## config.mk

```make
export PLATFORM = sky130hd
export DESIGN_NAME = iir_coef_port
export DESIGN_NICKNAME = d
export VERILOG_FILES = /design/src/rtl/iir_coef_pkg.sv /design/src/rtl/iir_coef_decode.sv /design/src/rtl/iir_coef_bank.sv /design/src/rtl/iir_coef_port.sv
export SDC_FILE = /design/constraint.sdc
export NUM_CORES = 2
export LEC_CHECK = 0
export CAP_MARGIN = 20
export CELL_PAD_IN_SITES_DETAIL_PLACEMENT = 1
export CELL_PAD_IN_SITES_GLOBAL_PLACEMENT = 2
export CORE_AREA = 8 8 592 594
export DETAILED_ROUTE_END_ITERATION = 10
export DIE_AREA = 0 0 600 602
export DONT_BUFFER_PORTS = 1
export PLACE_DENSITY_LB_ADDON = 0.1
export SETUP_SLACK_MARGIN = 0.4
export SLEW_MARGIN = 15
export SYNTH_ARGS = -nofsm -noshare
export SYNTH_HDL_FRONTEND = slang
export SYNTH_SLANG_ARGS = --single-unit
```

## constraint.sdc

```tcl
create_clock -name clk -period 4.5 [get_ports clk]
set_clock_uncertainty 0.1 [all_clocks]
set_input_delay 0.675 -clock clk [delete_from_list [all_inputs] [get_ports clk]]
set_output_delay 0.675 -clock clk [all_outputs]
set_load 0.03 [all_outputs]
```

## src/rtl/iir_coef_pkg.sv

```systemverilog
package iir_coef_pkg;
  // Register offsets inside one filter window
  localparam int REG_PTR  = 0;
  localparam int REG_DATA = 1;
  localparam int REG_EN   = 2;
  localparam int NUM_REGS = 3;
endpackage

```

## src/rtl/iir_coef_decode.sv

```systemverilog
module iir_coef_decode
  import iir_coef_pkg::*;
#(
  parameter int NUM_FILT = 2,
  parameter int ADDR_W   = 5,
  parameter int STRIDE   = 16
) (
  input  logic                               clk,
  input  logic                               rst,
  input  logic                               wr_i,
  input  logic                               rd_i,
  input  logic [ADDR_W-1:0]                  addr_i,
  output logic [NUM_FILT-1:0][NUM_REGS-1:0]  wr_sel_o,
  output logic [NUM_FILT-1:0][NUM_REGS-1:0]  rd_sel_o
);
  localparam int OFF_W  = $clog2(STRIDE);
  localparam int FILT_W = ADDR_W - OFF_W;

  logic [FILT_W-1:0] filt;
  logic [OFF_W-1:0]  off;

  assign filt = addr_i[ADDR_W-1:OFF_W];
  assign off  = addr_i[OFF_W-1:0];

  always_comb begin
    wr_sel_o = '0;
    rd_sel_o = '0;
    for (int f = 0; f < NUM_FILT; f++) begin
      for (int r = 0; r < NUM_REGS; r++) begin
        if (filt == FILT_W'(f) && off == OFF_W'(r)) begin
          wr_sel_o[f][r] = wr_i;
          rd_sel_o[f][r] = rd_i;
        end
      end
    end
  end

  AST_ONE_WRITE_TARGET: assert property (@(posedge clk) disable iff (rst)
    $onehot0(wr_sel_o));
  AST_ONE_READ_TARGET: assert property (@(posedge clk) disable iff (rst)
    $onehot0(rd_sel_o));
endmodule

```

## src/rtl/iir_coef_bank.sv

```systemverilog
module iir_coef_bank
  import iir_coef_pkg::*;
#(
  parameter int NUM_BANDS = 5,
  parameter int NUM_COEF  = 5,
  parameter int COEF_W    = 30,
  parameter int PTR_W     = 7
) (
  input  logic                                   clk,
  input  logic                                   rst,
  input  logic [NUM_REGS-1:0]                    wr_sel_i,
  input  logic [NUM_REGS-1:0]                    rd_sel_i,
  input  logic [7:0]                             wdata_i,
  output logic [7:0]                             rd_byte_o,
  output logic [NUM_BANDS*NUM_COEF*COEF_W-1:0]   coef_o,
  output logic [NUM_BANDS-1:0]                   band_en_o
);
  localparam int NUM_WORDS = NUM_BANDS * NUM_COEF;
  localparam int WBYTES    = (COEF_W + 7) / 8;
  localparam int BSEL_W    = $clog2(WBYTES);
  localparam int PAD_W     = WBYTES * 8;
  localparam int LIMIT     = NUM_WORDS * WBYTES;
  localparam int WIDX_W    = PTR_W - BSEL_W;
  localparam int TOP_BITS  = COEF_W - (WBYTES - 1) * 8;

  logic [PTR_W-1:0]     ptr_q;
  logic [NUM_BANDS-1:0] en_q;
  logic [7:0]           rd_byte_q;
  logic [COEF_W-1:0]    word_q [NUM_WORDS];

  logic                 in_range;
  logic [WIDX_W-1:0]    widx;
  logic [BSEL_W-1:0]    bsel;
  logic [PAD_W-1:0]     cur_pad;
  logic [PAD_W-1:0]     new_pad;
  logic [7:0]           cur_byte;

  assign in_range = (ptr_q < PTR_W'(LIMIT));
  assign widx     = ptr_q[PTR_W-1:BSEL_W];
  assign bsel     = ptr_q[BSEL_W-1:0];

  // Selected word, zero-padded to whole bytes; the pad drops reserved bits
  always_comb begin
    cur_pad = '0;
    if (in_range) cur_pad = PAD_W'(word_q[widx]);
    cur_byte = cur_pad[bsel*8 +: 8];
    new_pad  = cur_pad;
    new_pad[bsel*8 +: 8] = wdata_i;
  end

  // Coefficient words
  always_ff @(posedge clk) begin
    if (rst) begin
      for (int i = 0; i < NUM_WORDS; i++) word_q[i] <= '0;
    end else if (wr_sel_i[REG_DATA] && in_range) begin
      word_q[widx] <= new_pad[COEF_W-1:0];
    end
  end

  // Pointer, enables and read return
  always_ff @(posedge clk) begin
    if (rst) begin
      ptr_q     <= '0;
      en_q      <= '0;
      rd_byte_q <= '0;
    end else begin
      if (wr_sel_i[REG_PTR])       ptr_q <= wdata_i[PTR_W-1:0];
      else if (wr_sel_i[REG_DATA]) ptr_q <= ptr_q + 1'b1;
      if (wr_sel_i[REG_EN])        en_q  <= wdata_i[NUM_BANDS-1:0];
      if (rd_sel_i[REG_DATA])      rd_byte_q <= cur_byte;
      else if (rd_sel_i[REG_PTR])  rd_byte_q <= 8'(ptr_q);
      else if (rd_sel_i[REG_EN])   rd_byte_q <= 8'(en_q);
      else                         rd_byte_q <= '0;
    end
  end

  genvar gw;
  generate
    for (gw = 0; gw < NUM_WORDS; gw++) begin : g_out
      assign coef_o[gw*COEF_W +: COEF_W] = word_q[gw];
    end
  endgenerate

  assign band_en_o = en_q;
  assign rd_byte_o = rd_byte_q;

  AST_PTR_ADVANCE: assert property (@(posedge clk) disable iff (rst)
    (wr_sel_i[REG_DATA] && !wr_sel_i[REG_PTR]) |=> ptr_q == PTR_W'($past(ptr_q) + 1'b1));
  AST_PTR_STILL_ON_READ: assert property (@(posedge clk) disable iff (rst)
    (rd_sel_i[REG_DATA] && wr_sel_i == '0) |=> $stable(ptr_q));
  AST_GAP_READ_ZERO: assert property (@(posedge clk) disable iff (rst)
    (rd_sel_i[REG_DATA] && !in_range) |=> rd_byte_q == 8'd0);
  AST_GAP_WRITE_KEEP: assert property (@(posedge clk) disable iff (rst)
    (wr_sel_i[REG_DATA] && !in_range) |=> $stable(coef_o));
  AST_TOP_BYTE_MASK: assert property (@(posedge clk) disable iff (rst)
    (rd_sel_i[REG_DATA] && bsel == BSEL_W'(WBYTES - 1)) |=> (rd_byte_q >> TOP_BITS) == 8'd0);
endmodule

```

## src/rtl/iir_coef_port.sv

```systemverilog
module iir_coef_port
  import iir_coef_pkg::*;
#(
  parameter int NUM_FILT  = 2,
  parameter int NUM_BANDS = 5,
  parameter int NUM_COEF  = 5,
  parameter int COEF_W    = 30,
  parameter int PTR_W     = 7,
  parameter int STRIDE    = 16,
  parameter int ADDR_W    = 5
) (
  input  logic                                          clk,
  input  logic                                          rst,
  input  logic                                          reg_wr_i,
  input  logic                                          reg_rd_i,
  input  logic [ADDR_W-1:0]                             reg_addr_i,
  input  logic [7:0]                                    reg_wdata_i,
  output logic [7:0]                                    reg_rdata_o,
  output logic                                          reg_rvalid_o,
  output logic [NUM_FILT*NUM_BANDS*NUM_COEF*COEF_W-1:0] coef_o,
  output logic [NUM_FILT*NUM_BANDS-1:0]                 band_en_o
);
  localparam int BANK_W = NUM_BANDS * NUM_COEF * COEF_W;

  logic [NUM_FILT-1:0][NUM_REGS-1:0] wr_sel;
  logic [NUM_FILT-1:0][NUM_REGS-1:0] rd_sel;
  logic [NUM_FILT-1:0][7:0]          bank_byte;
  logic                              rvalid_q;

  iir_coef_decode #(
    .NUM_FILT (NUM_FILT),
    .ADDR_W   (ADDR_W),
    .STRIDE   (STRIDE)
  ) u_decode (
    .clk      (clk),
    .rst      (rst),
    .wr_i     (reg_wr_i),
    .rd_i     (reg_rd_i),
    .addr_i   (reg_addr_i),
    .wr_sel_o (wr_sel),
    .rd_sel_o (rd_sel)
  );

  genvar gf;
  generate
    for (gf = 0; gf < NUM_FILT; gf++) begin : g_bank
      iir_coef_bank #(
        .NUM_BANDS (NUM_BANDS),
        .NUM_COEF  (NUM_COEF),
        .COEF_W    (COEF_W),
        .PTR_W     (PTR_W)
      ) u_bank (
        .clk       (clk),
        .rst       (rst),
        .wr_sel_i  (wr_sel[gf]),
        .rd_sel_i  (rd_sel[gf]),
        .wdata_i   (reg_wdata_i),
        .rd_byte_o (bank_byte[gf]),
        .coef_o    (coef_o[gf*BANK_W +: BANK_W]),
        .band_en_o (band_en_o[gf*NUM_BANDS +: NUM_BANDS])
      );
    end
  endgenerate

  // Banks return zero unless read, so an OR merges them
  always_comb begin
    reg_rdata_o = '0;
    for (int f = 0; f < NUM_FILT; f++) reg_rdata_o = reg_rdata_o | bank_byte[f];
  end

  always_ff @(posedge clk) begin
    if (rst) rvalid_q <= 1'b0;
    else     rvalid_q <= reg_rd_i;
  end
  assign reg_rvalid_o = rvalid_q;

  AST_RVALID_FOLLOWS_READ: assert property (@(posedge clk) disable iff (rst)
    reg_rd_i |=> reg_rvalid_o);
  AST_NO_STRAY_VALID: assert property (@(posedge clk) disable iff (rst)
    !reg_rd_i |=> !reg_rvalid_o);
endmodule

```

==> results.ini <==
[clock_tree]
cts_sinks=1971
clock_path_buffers=4
cts_buffers=240
cts-root-buf=clkbuf_16
cts.reportedPaths.clkPinSlew_ns=0.06
clk-insertion-delay-late_ns=0.95
cts_tree=yes
htreeDepth=4

[placement]
placed_area_sq_um=94130
dp.cells=10250
io_buffers=0
gp_congestion=0.8068
dpl.hpwl_um=348900

[layout]
multi_input_comb_area_sq_um=25570
fin_nets=5993
finish.utilization_pct=29.90
seq_area_sq_um=58710
fin_area_sq_um=102000
final_common_cell=edfxtp_1
syn_to_final_growth_pct=20.66
most-common-layout-cells=edfxtp_1 (1920), nor2_1 (1587), mux4_2 (490)
layout-drive-gt1-share_pct=23.35
fillers=35880
instances_no_fill=10730

[run_status]
status=complete, no violations

[sta]
fin_tns_setup_ns=0
tightest_slew_ns=1.114
rsz0062_at_grt=no
setup_violations=0
max_freq_ghz=0.2548
max_slew_margin_pct=25.76
fin_crit_sh_pct=87.21
hold_violations=0
layout_min_cycle_time_ns=3.924
slew_violations=0

[critical_path]
criticalPathCategory=reg2reg
r2r_cells=8
crit_arrival_ns=4.43
end_kind=register
r2r_end=g_bank[0].u_bank.word_q[31][17]
cp-start-kind=register
r2r_setup_slack_ns=0.58
crit_fanout=26
crit_required_ns=5.01

[pwr]
p_sw_mw=11.76
power.density_nw_per_um2=433.5
p_leak_nw=35.52
ir_drop_v=0.0003653
total_power_mw=44.20
p_sw_share_pct=26.61
comb_power_share_pct=5.3
p_int_mw=32.44
clkPwrFrac_pct=43.5
seq_power_share_pct=51.2

[global_route]
grt.overflow.total=0
grt_max_degree=54
track_usage_pct=25.72
first_global_vias=54720
grt_pass1_wl_um=613400
antenna_found_initial=27

[die]
rows=215
core-area_sq_um=341100
dieArea_sq_um=361200
die_w_um=600
die_y_um=602
start_util_pct=24.78
ios=1536

[yosys]
avgSynthCellArea_sq_um=15.67
synth_async_sr_flop_share_pct=0
ys_seq_area_share_pct=69.43
synth_seq_cells=1971
yosysWarnings=0
ys_types=75
ys.flop_type=edfxtp_1
synth_cells=5394
synth_area_sq_um=84520
synth_edf_count=1920

[routing]
drc=0
dr_total_vias=53030
ant_nets=0
via_per_inst=4.943
dr.first_iter.drc_count=4644
routed_wl_um=482100
wl_per_cell_um=44.94
drt_pre_antenna_iters=7

[min_path]
whs_path_depth=2
min_path_type=in2reg
worstHoldStart=reg_wdata_i[2]

[flow_run]
drv_cap=0

-- metrics by stage --
step | hold WS (ns) | setup WS (ns)
global route | 0.03654 | 0.4026
detailed placement | 0.5464 | 0.09598
global placement | 0.5439 | 0.1122
finish | 0.1371 | 0.5757
floorplan | 0.5353 | 1.056
CTS | 0.0001772 | 0.3943
-- logic make-up after synthesis --
kind of cell	after synthesis	synth area share, %
multiplexers	683	15.41
adder cells (fa/ha/maj)	12	0.1776
AO/OA/AOI/OAI	287	2.983
flip-flops	1971	69.43
AND/OR/NAND/NOR	1890	8.960
other	1	0.004437
buffers and inverters	550	3.042
-- area by class of cell --
class	instances	share of cell area, %
flip-flops and latches	1971	57.58
multi-input cells	3293	25.07
clock buffers	288	6.108
well taps	4557	5.591
repair buffers	388	4.119
clock inverters	144	1.237
inverters	70	0.2577
diodes	16	0.03926
-- state kept, by name (all words and copies together), names as in the netlist, named ones only --
name and count:
g_bank.u_bank.band_en_o 10, g_bank.u_bank.ptr_q 14, reg_rvalid_o 1, g_bank.u_bank.rd_byte_o 16, g_bank.u_bank.word_q 1920
-- layer usage --
layer  GRT usage [%]  wire [um]  vias to the layer above
met4           8.062      17930                        2
met2           48.62     259900                     2241
met3           9.425      46180                      536
met5               0         13                        -
met1           25.98     158000                    29210
li1                -          -                    21040
-- power groups by stage --
| stage | logic [mW] | registers [mW] | clock network (mW) |
|---|---|---|---|
| final | 2.34 | 22.6 | 19.2 |
| after global routing | 2.44 | 22.7 | 20.3 |
| after CTS | 2.40 | 22.7 | 19.8 |
| after detailed placement | 2.35 | 23.0 | 0 |
| after global placement | 2.34 | 23.0 | 0 |
| after floorplan | 1.08 | 22.5 | 0 |
-- Yosys cell counts, types with 6 or more instances --
cell type / instances / area (sq um)
edfxtp_1: 1920 / 57660
nor2_1: 1589 / 5964
mux4_2: 490 / 11040
clkbuf_1: 238 / 893.4
buf_2: 153 / 765.7
mux2i_1: 150 / 1501
nand2_1: 117 / 439.2
inv_1: 67 / 251.5
a221oi_1: 59 / 516.8
nand2b_1: 55 / 344.1
buf_4: 54 / 405.4
dfxtp_1: 51 / 1021
mux2_2: 43 / 484.2
a22oi_2: 32 / 400.4
a22oi_1: 26 / 195.2
a21oi_1: 25 / 125.1
o21ai_0: 21 / 105.1
buf_1: 20 / 75.07
nor2b_1: 20 / 125.1
nor3_1: 18 / 90.09
buf_6: 15 / 168.9
nand3_1: 15 / 75.07
a22o_1: 12 / 105.1
ha_1: 12 / 150.1
nor3b_1: 11 / 82.58
o221ai_1: 11 / 96.34
a21oi_2: 10 / 87.58
a31oi_1: 10 / 62.56
nor4_1: 10 / 62.56
a211oi_1: 9 / 67.56
a32oi_1: 9 / 78.83
and2_1: 9 / 56.30
o211ai_1: 9 / 67.56
or2_2: 9 / 56.30
a22oi_4: 6 / 127.6
nand3b_1: 6 / 45.04
nand4_1: 6 / 37.54
-- worst max-delay path by stage --
stage,to,depth (start not counted),slack (ns)
after floorplan,g_bank[0].u_bank.word_q[24][0],7,1.06
after global placement,g_bank[0].u_bank.word_q[30][1],12,0.11
after detailed placement,g_bank[0].u_bank.word_q[30][1],12,0.1
after CTS,g_bank[0].u_bank.word_q[2][4],9,0.39
after global routing,g_bank[0].u_bank.word_q[26][4],9,0.40
final,g_bank[0].u_bank.word_q[31][17],8,0.58
-- critical path: stages, from the launching register on --
cell and delay, ns:
dfxtp_4 0.51, buf_4 0.42, mux4_2 0.76, mux4_2 0.51
nor2_1 0.10, a31oi_1 0.16, a22oi_4 0.23, buf_4 0.47
inv_1 0.24
-- what timing repair did --
item / 4_1_cts / 5_1_grt
hold buffers: 18 / 0
cloned: 1 / 0
setup endpoints to repair: 117 / 7
resized for setup: 4 / 0
endpoints found under the hold margin: 52 / 0
setup buffers: 3 / 4
No activity file was read; power rests on OpenSTA's default activity.
